--- src/rtl/pci_irq_pkg.sv ---
package pci_irq_pkg;

    parameter int DATA_W        = 32;
    parameter int ADDR_W        = 16;
    parameter int NUM_GRPS      = 8;
    parameter int LINES_PER_GRP = 4;
    parameter int NUM_LINES     = NUM_GRPS * LINES_PER_GRP;
    parameter int SEL_W         = $clog2(NUM_GRPS);
    parameter int ENABLE_BIT    = DATA_W - 1;
    parameter logic [ADDR_W-1:0] WIN_BASE = 16'h0C00;
    parameter logic [10:0] ID_FIELD = 11'h7C0;

    typedef struct packed {
        logic             in_window;
        logic             word_ok;
        logic [SEL_W-1:0] sel;
    } reg_access_t;

    function automatic logic [ENABLE_BIT-1:0] low_bits_init(logic [SEL_W-1:0] idx);
        return ENABLE_BIT'(ID_FIELD) | (ENABLE_BIT'(idx) << 2);
    endfunction

endpackage

--- src/rtl/pci_irq_regs.sv ---
module pci_irq_regs
    import pci_irq_pkg::*;
#(
    parameter int GRPS = NUM_GRPS
) (
    input  logic              clk,
    input  logic              rst_n,
    input  logic              dev_rst,
    input  logic              reg_wr,
    input  logic              reg_rd,
    input  logic [ADDR_W-1:0] reg_addr,
    input  logic [DATA_W-1:0] reg_wdata,
    output logic [DATA_W-1:0] reg_rdata,
    output logic [GRPS-1:0]   grp_en
);
    localparam int LO = SEL_W + 3;

    typedef struct packed {
        logic [GRPS-1:0]   en;
        logic [DATA_W-1:0] rdata;
    } regs_state_t;

    regs_state_t state_d, state_q;
    reg_access_t acc;

    always_comb begin
        acc.in_window = (reg_addr[ADDR_W-1:LO] == WIN_BASE[ADDR_W-1:LO]);
        acc.word_ok   = reg_addr[2];
        acc.sel       = reg_addr[LO-1:3];

        state_d = state_q;
        if (reg_wr && acc.in_window && acc.word_ok) begin
            state_d.en[acc.sel] = reg_wdata[ENABLE_BIT];
        end
        if (dev_rst) begin
            state_d.en = '0;
        end
        if (reg_rd) begin
            if (acc.in_window && acc.word_ok) begin
                state_d.rdata = {state_q.en[acc.sel], low_bits_init(acc.sel)};
            end else begin
                state_d.rdata = '0;
            end
        end
    end

    always_ff @(posedge clk or negedge rst_n) begin
        if (!rst_n) begin
            state_q <= '0;
        end else begin
            state_q <= state_d;
        end
    end

    assign reg_rdata = state_q.rdata;
    assign grp_en    = state_q.en;

    logic unused_regs;
    assign unused_regs = ^{reg_addr[1:0], reg_wdata[ENABLE_BIT-1:0]};

endmodule

--- src/rtl/pci_irq_gate.sv ---
module pci_irq_gate
    import pci_irq_pkg::*;
#(
    parameter int GRPS = NUM_GRPS,
    parameter int LPG  = LINES_PER_GRP
) (
    input  logic [GRPS*LPG-1:0] lines_in,
    input  logic [GRPS-1:0]     grp_en,
    output logic [GRPS*LPG-1:0] lines_out
);
    for (genvar n = 0; n < GRPS * LPG; n++) begin : g_line
        assign lines_out[n] = lines_in[n] & grp_en[n / LPG];
    end
endmodule

--- src/rtl/pci_irq_line_map.sv ---
module pci_irq_line_map
    import pci_irq_pkg::*;
#(
    parameter int LINES  = NUM_LINES,
    parameter int PIN_W  = 2,
    parameter int LINE_W = $clog2(LINES)
) (
    input  logic [7:0]        devfn,
    input  logic [PIN_W-1:0]  pin,
    input  logic              secondary,
    output logic [LINE_W-1:0] line
);
    localparam int HALF = LINES / 2;

    logic [LINE_W-1:0] prim_line, sec_line;

    always_comb begin
        prim_line = LINE_W'(pin) + (devfn[0] ? LINE_W'(HALF) : '0);
        sec_line  = (LINE_W'(devfn[4:3]) << PIN_W) + LINE_W'(pin);
        line      = secondary ? sec_line : prim_line;
    end

    logic unused_map;
    assign unused_map = ^{devfn[7:5], devfn[2:1]};
endmodule

--- src/rtl/pci_irq_router.sv ---
module pci_irq_router
    import pci_irq_pkg::*;
#(
    parameter int IN_LINES = 40,
    parameter int LINE_W   = $clog2(NUM_LINES)
) (
    input  logic                clk,
    input  logic                rst_n,
    input  logic                dev_rst,
    input  logic                reg_wr,
    input  logic                reg_rd,
    input  logic [ADDR_W-1:0]   reg_addr,
    input  logic [DATA_W-1:0]   reg_wdata,
    output logic [DATA_W-1:0]   reg_rdata,
    input  logic [IN_LINES-1:0] irq_in,
    output logic [NUM_LINES-1:0] irq_out,
    input  logic [7:0]          map_devfn,
    input  logic [1:0]          map_pin,
    input  logic                map_secondary,
    output logic [LINE_W-1:0]   map_line
);
    logic [NUM_GRPS-1:0] grp_en;

    pci_irq_regs #(.GRPS(NUM_GRPS)) u_regs (
        .clk       (clk),
        .rst_n     (rst_n),
        .dev_rst   (dev_rst),
        .reg_wr    (reg_wr),
        .reg_rd    (reg_rd),
        .reg_addr  (reg_addr),
        .reg_wdata (reg_wdata),
        .reg_rdata (reg_rdata),
        .grp_en    (grp_en)
    );

    pci_irq_gate #(.GRPS(NUM_GRPS), .LPG(LINES_PER_GRP)) u_gate (
        .lines_in  (irq_in[NUM_LINES-1:0]),
        .grp_en    (grp_en),
        .lines_out (irq_out)
    );

    pci_irq_line_map #(.LINES(NUM_LINES), .PIN_W(2), .LINE_W(LINE_W)) u_map (
        .devfn     (map_devfn),
        .pin       (map_pin),
        .secondary (map_secondary),
        .line      (map_line)
    );

    logic unused_hi;
    assign unused_hi = ^irq_in[IN_LINES-1:NUM_LINES];
endmodule

--- config.mk ---
export PLATFORM = sky130hd
export DESIGN_NAME = pci_irq_router
export DESIGN_NICKNAME = d
export VERILOG_FILES = /design/src/rtl/pci_irq_pkg.sv /design/src/rtl/pci_irq_regs.sv /design/src/rtl/pci_irq_gate.sv /design/src/rtl/pci_irq_line_map.sv /design/src/rtl/pci_irq_router.sv
export SDC_FILE = /design/constraint.sdc
export NUM_CORES = 1
export LEC_CHECK = 0
export BUFFER_PORTS_ARGS = -buffer_cell sky130_fd_sc_hd__buf_2
export CORE_ASPECT_RATIO = 0.9
export CORE_MARGIN = 3
export CORE_UTILIZATION = 28
export DETAILED_ROUTE_END_ITERATION = 6
export PLACE_DENSITY = 0.82
export RECOVER_POWER = 50
export SYNTH_ARGS = -nofsm -noshare
export SYNTH_HDL_FRONTEND = slang
export SYNTH_SLANG_ARGS = --single-unit
--- constraint.sdc ---
create_clock -name clk -period 1.86 [get_ports clk]
set_input_delay 0.186 -clock clk [delete_from_list [all_inputs] [get_ports clk]]
set_output_delay 0.186 -clock clk [all_outputs]
set_load 0.005 [all_outputs]
==> results.cfg <==
[detailed_routing]
firstDrtPassIters = 4
wirelength_um = 3040
drtIter0Drc = 47
drc = 0
antenna_left = 0
via_per_inst = 4.32
wl_per_cell_um = 11.5
via_count = 1145

[placed_design]
post-place-cells = 260
post-place-ws_ns = 0.359
placed_area_um2 = 1560
gp_congestion = 0.890
hpwl_um = 2620
port_buffers = 99

[logic_synthesis]
async_flop_share_pct = 100
synth.distinct_cells = 26
ys.flop_type = dfrtp_1
synth.cell_area_um2 = 1150
synth-xor-area-share_pct = 0
syn-instance-count = 124
synth_top_family_by_area = simple AND/OR/NAND/NOR gates
synth_top_cells_by_area = dfrtp_1 (28%), buf_4 (19%), and2_1 (18%)
synth_compound_area_share_pct = 3.81
synth_top_cell_by_area = dfrtp_1
yosysSeqAreaShare_pct = 28.3
netlist.area_leader.share_pct = 28.3
synth-seq-cells = 13
synth-simple-area-share_pct = 35.0
synthAdderAreaFrac_pct = 0
synth_edf_count = 0
syn_avg_cell_area_um2 = 9.27
synth_mux_area_share_pct = 12.2
ys_warn_count = 0

[global_route]
grt.total_usage_pct = 11.6
grt-ovfl-total = 0
grt_pass1_vias = 1069
grt_antenna_before_repair = 0
grt_pass1_wl_um = 4470
grt_max_degree = 14

[critical_path]
cp_max_fo = 6
start_kind = register
arrival_ns = 1.63
r2r-start = u_regs.grp_en[7]
r2r_cells = 3
timing.rr.end = u_regs.reg_rdata[31]
r2r_slack_ns = 0.36
critical_path_class = register to register
critPathRequiredTime_ns = 1.99
end_kind = register

[timing]
relSlewSlack_pct = 51.8
hold_viol = 0
fin_setup_tns_ns = 0
post-route-period-util_pct = 80.6
setup_viol_count_final = 0
max_freq_mhz = 667
maxSlewViolCount = 0
setup_slack_ns = 0.360
tightest_slew_ns = 0.722
rsz0062_at_grt = false
finalCriticalPeriod_ns = 1.50
skew_ns = 0.00231

[clock_tree]
clock_path_buffers = 2
clkLatencyLatePin_ns = 0.24
cts_tree = yes
cts_sinks = 13
htreeDepth = 1
clk_pin_slew_worst_paths_ns = 0.05
cts_buffers = 3
root_buffer = clkbuf_8
post-cts-setup-buffers = 0

[finish]
final_nets = 324
regArea_um2 = 325
mostFrequentLayoutCell = buf_2
multiInputGateArea_um2 = 664
fillers = 404
n_antenna_cell = 0
stdcell_area_um2 = 1600
area_delta_synth_final_pct = 38.8
final_cell_mix = buf_2 (89), and2_1 (33), conb_1 (23)
drive_gt1_share_pct = 46.6
stdcell_count = 265
post-route-util_pct = 41.6

[floorplan]
die_w_um = 73.6
fp.coreArea_um2 = 3840
chipHeight_um = 66.8
initial_utilization_pct = 30.0
die_area_um2 = 4910
core.rowCount = 21
io_pins = 173

[pwr]
ir_worst_vdd_mv = 0.279
p_leak_nw = 0.989
p_per_area_nw_per_um2 = 399

[worst_hold_path]
hp-class = primary input to register
hp-start = dev_rst
whs_path_depth = 2
worst_hold_path.endpoint = u_regs.grp_en[2]

[run_status]
status = completed

[run]
maxCapViolCount = 0
per-layer routing:
metal	global-route usage, %	wire [um]	vias to the layer above
met5	0	0	-
met4	2.49	19	0
met3	3.47	335	2
met2	22.6	1590	73
met1	12.0	1100	508
li1	-	-	562
cells by family (layout without fill, tap and decap cells):
group / after synthesis / in the layout
AND/OR/NAND/NOR: 61 / 61
buffers and inverters: 33 / 106
flip-flops: 13 / 13
multiplexers: 11 / 11
AO/OA/AOI/OAI: 5 / 5
other: 1 / 23
per-stage QoR:
step | power [mW] | hold WS (ns)
after floorplan | 0.360 | -0.110
after global placement | 0.393 | 0.0855
after detailed placement | 0.396 | 0.0954
after CTS | 0.645 | 0.223
after global routing | 0.674 | 0.225
final | 0.637 | 0.228
power breakdown:
part | leakage, nW | total, mW | internal [mW] | switching, mW
logic | 0.785 | 0.108 | 0.0536 | 0.0542
clock network | 0.0228 | 0.246 | 0.151 | 0.0950
registers | 0.182 | 0.283 | 0.283 | 0.0000395
final cells by class:
cell class	count	area share (%)
multi-input cells	100	41.6
clock buffers	4	2.82
well taps	46	3.61
flip-flops and latches	13	20.4
inverters	1	0.235
repair buffers	101	31.3
worst max path at each step:
stage	cells past startpoint	to	from	slack, ns
6_report	3	u_regs.reg_rdata[31]	u_regs.grp_en[7]	0.36
5_1_grt	3	u_regs.reg_rdata[31]	u_regs.grp_en[1]	0.32
4_1_cts	3	u_regs.reg_rdata[31]	u_regs.grp_en[7]	0.35
3_5_place_dp	3	u_regs.reg_rdata[31]	u_regs.grp_en[7]	0.36
3_3_place_gp	3	u_regs.reg_rdata[31]	u_regs.grp_en[7]	0.39
2_1_floorplan	3	u_regs.reg_rdata[31]	u_regs.grp_en[5]	0.45
timing repair:
action / 4_1_cts / 5_1_grt
endpoints found under the hold margin: 13 / 0
hold buffers: 1 / 0
resized for setup: 0 / 0
registers in the layout, indices dropped and copies added, names as in the netlist:
register,flops
u_regs.reg_rdata,5
u_regs.grp_en,8
synth_stat cells, types with 2 or more instances:
master / number
and2_1: 34
buf_4: 29
dfrtp_1: 13
mux2i_1: 8
nand4_1: 8
nor2_1: 8
a22o_1: 3
and3b_2: 2
mux4_2: 2
critical path, cell delays in order, from the launching register on:
cell     delay [ns]
dfrtp_1        0.43
mux4_2         0.50
mux2_4         0.27
a22o_1         0.20
Note: power is estimated with default switching activity, not from simulation.
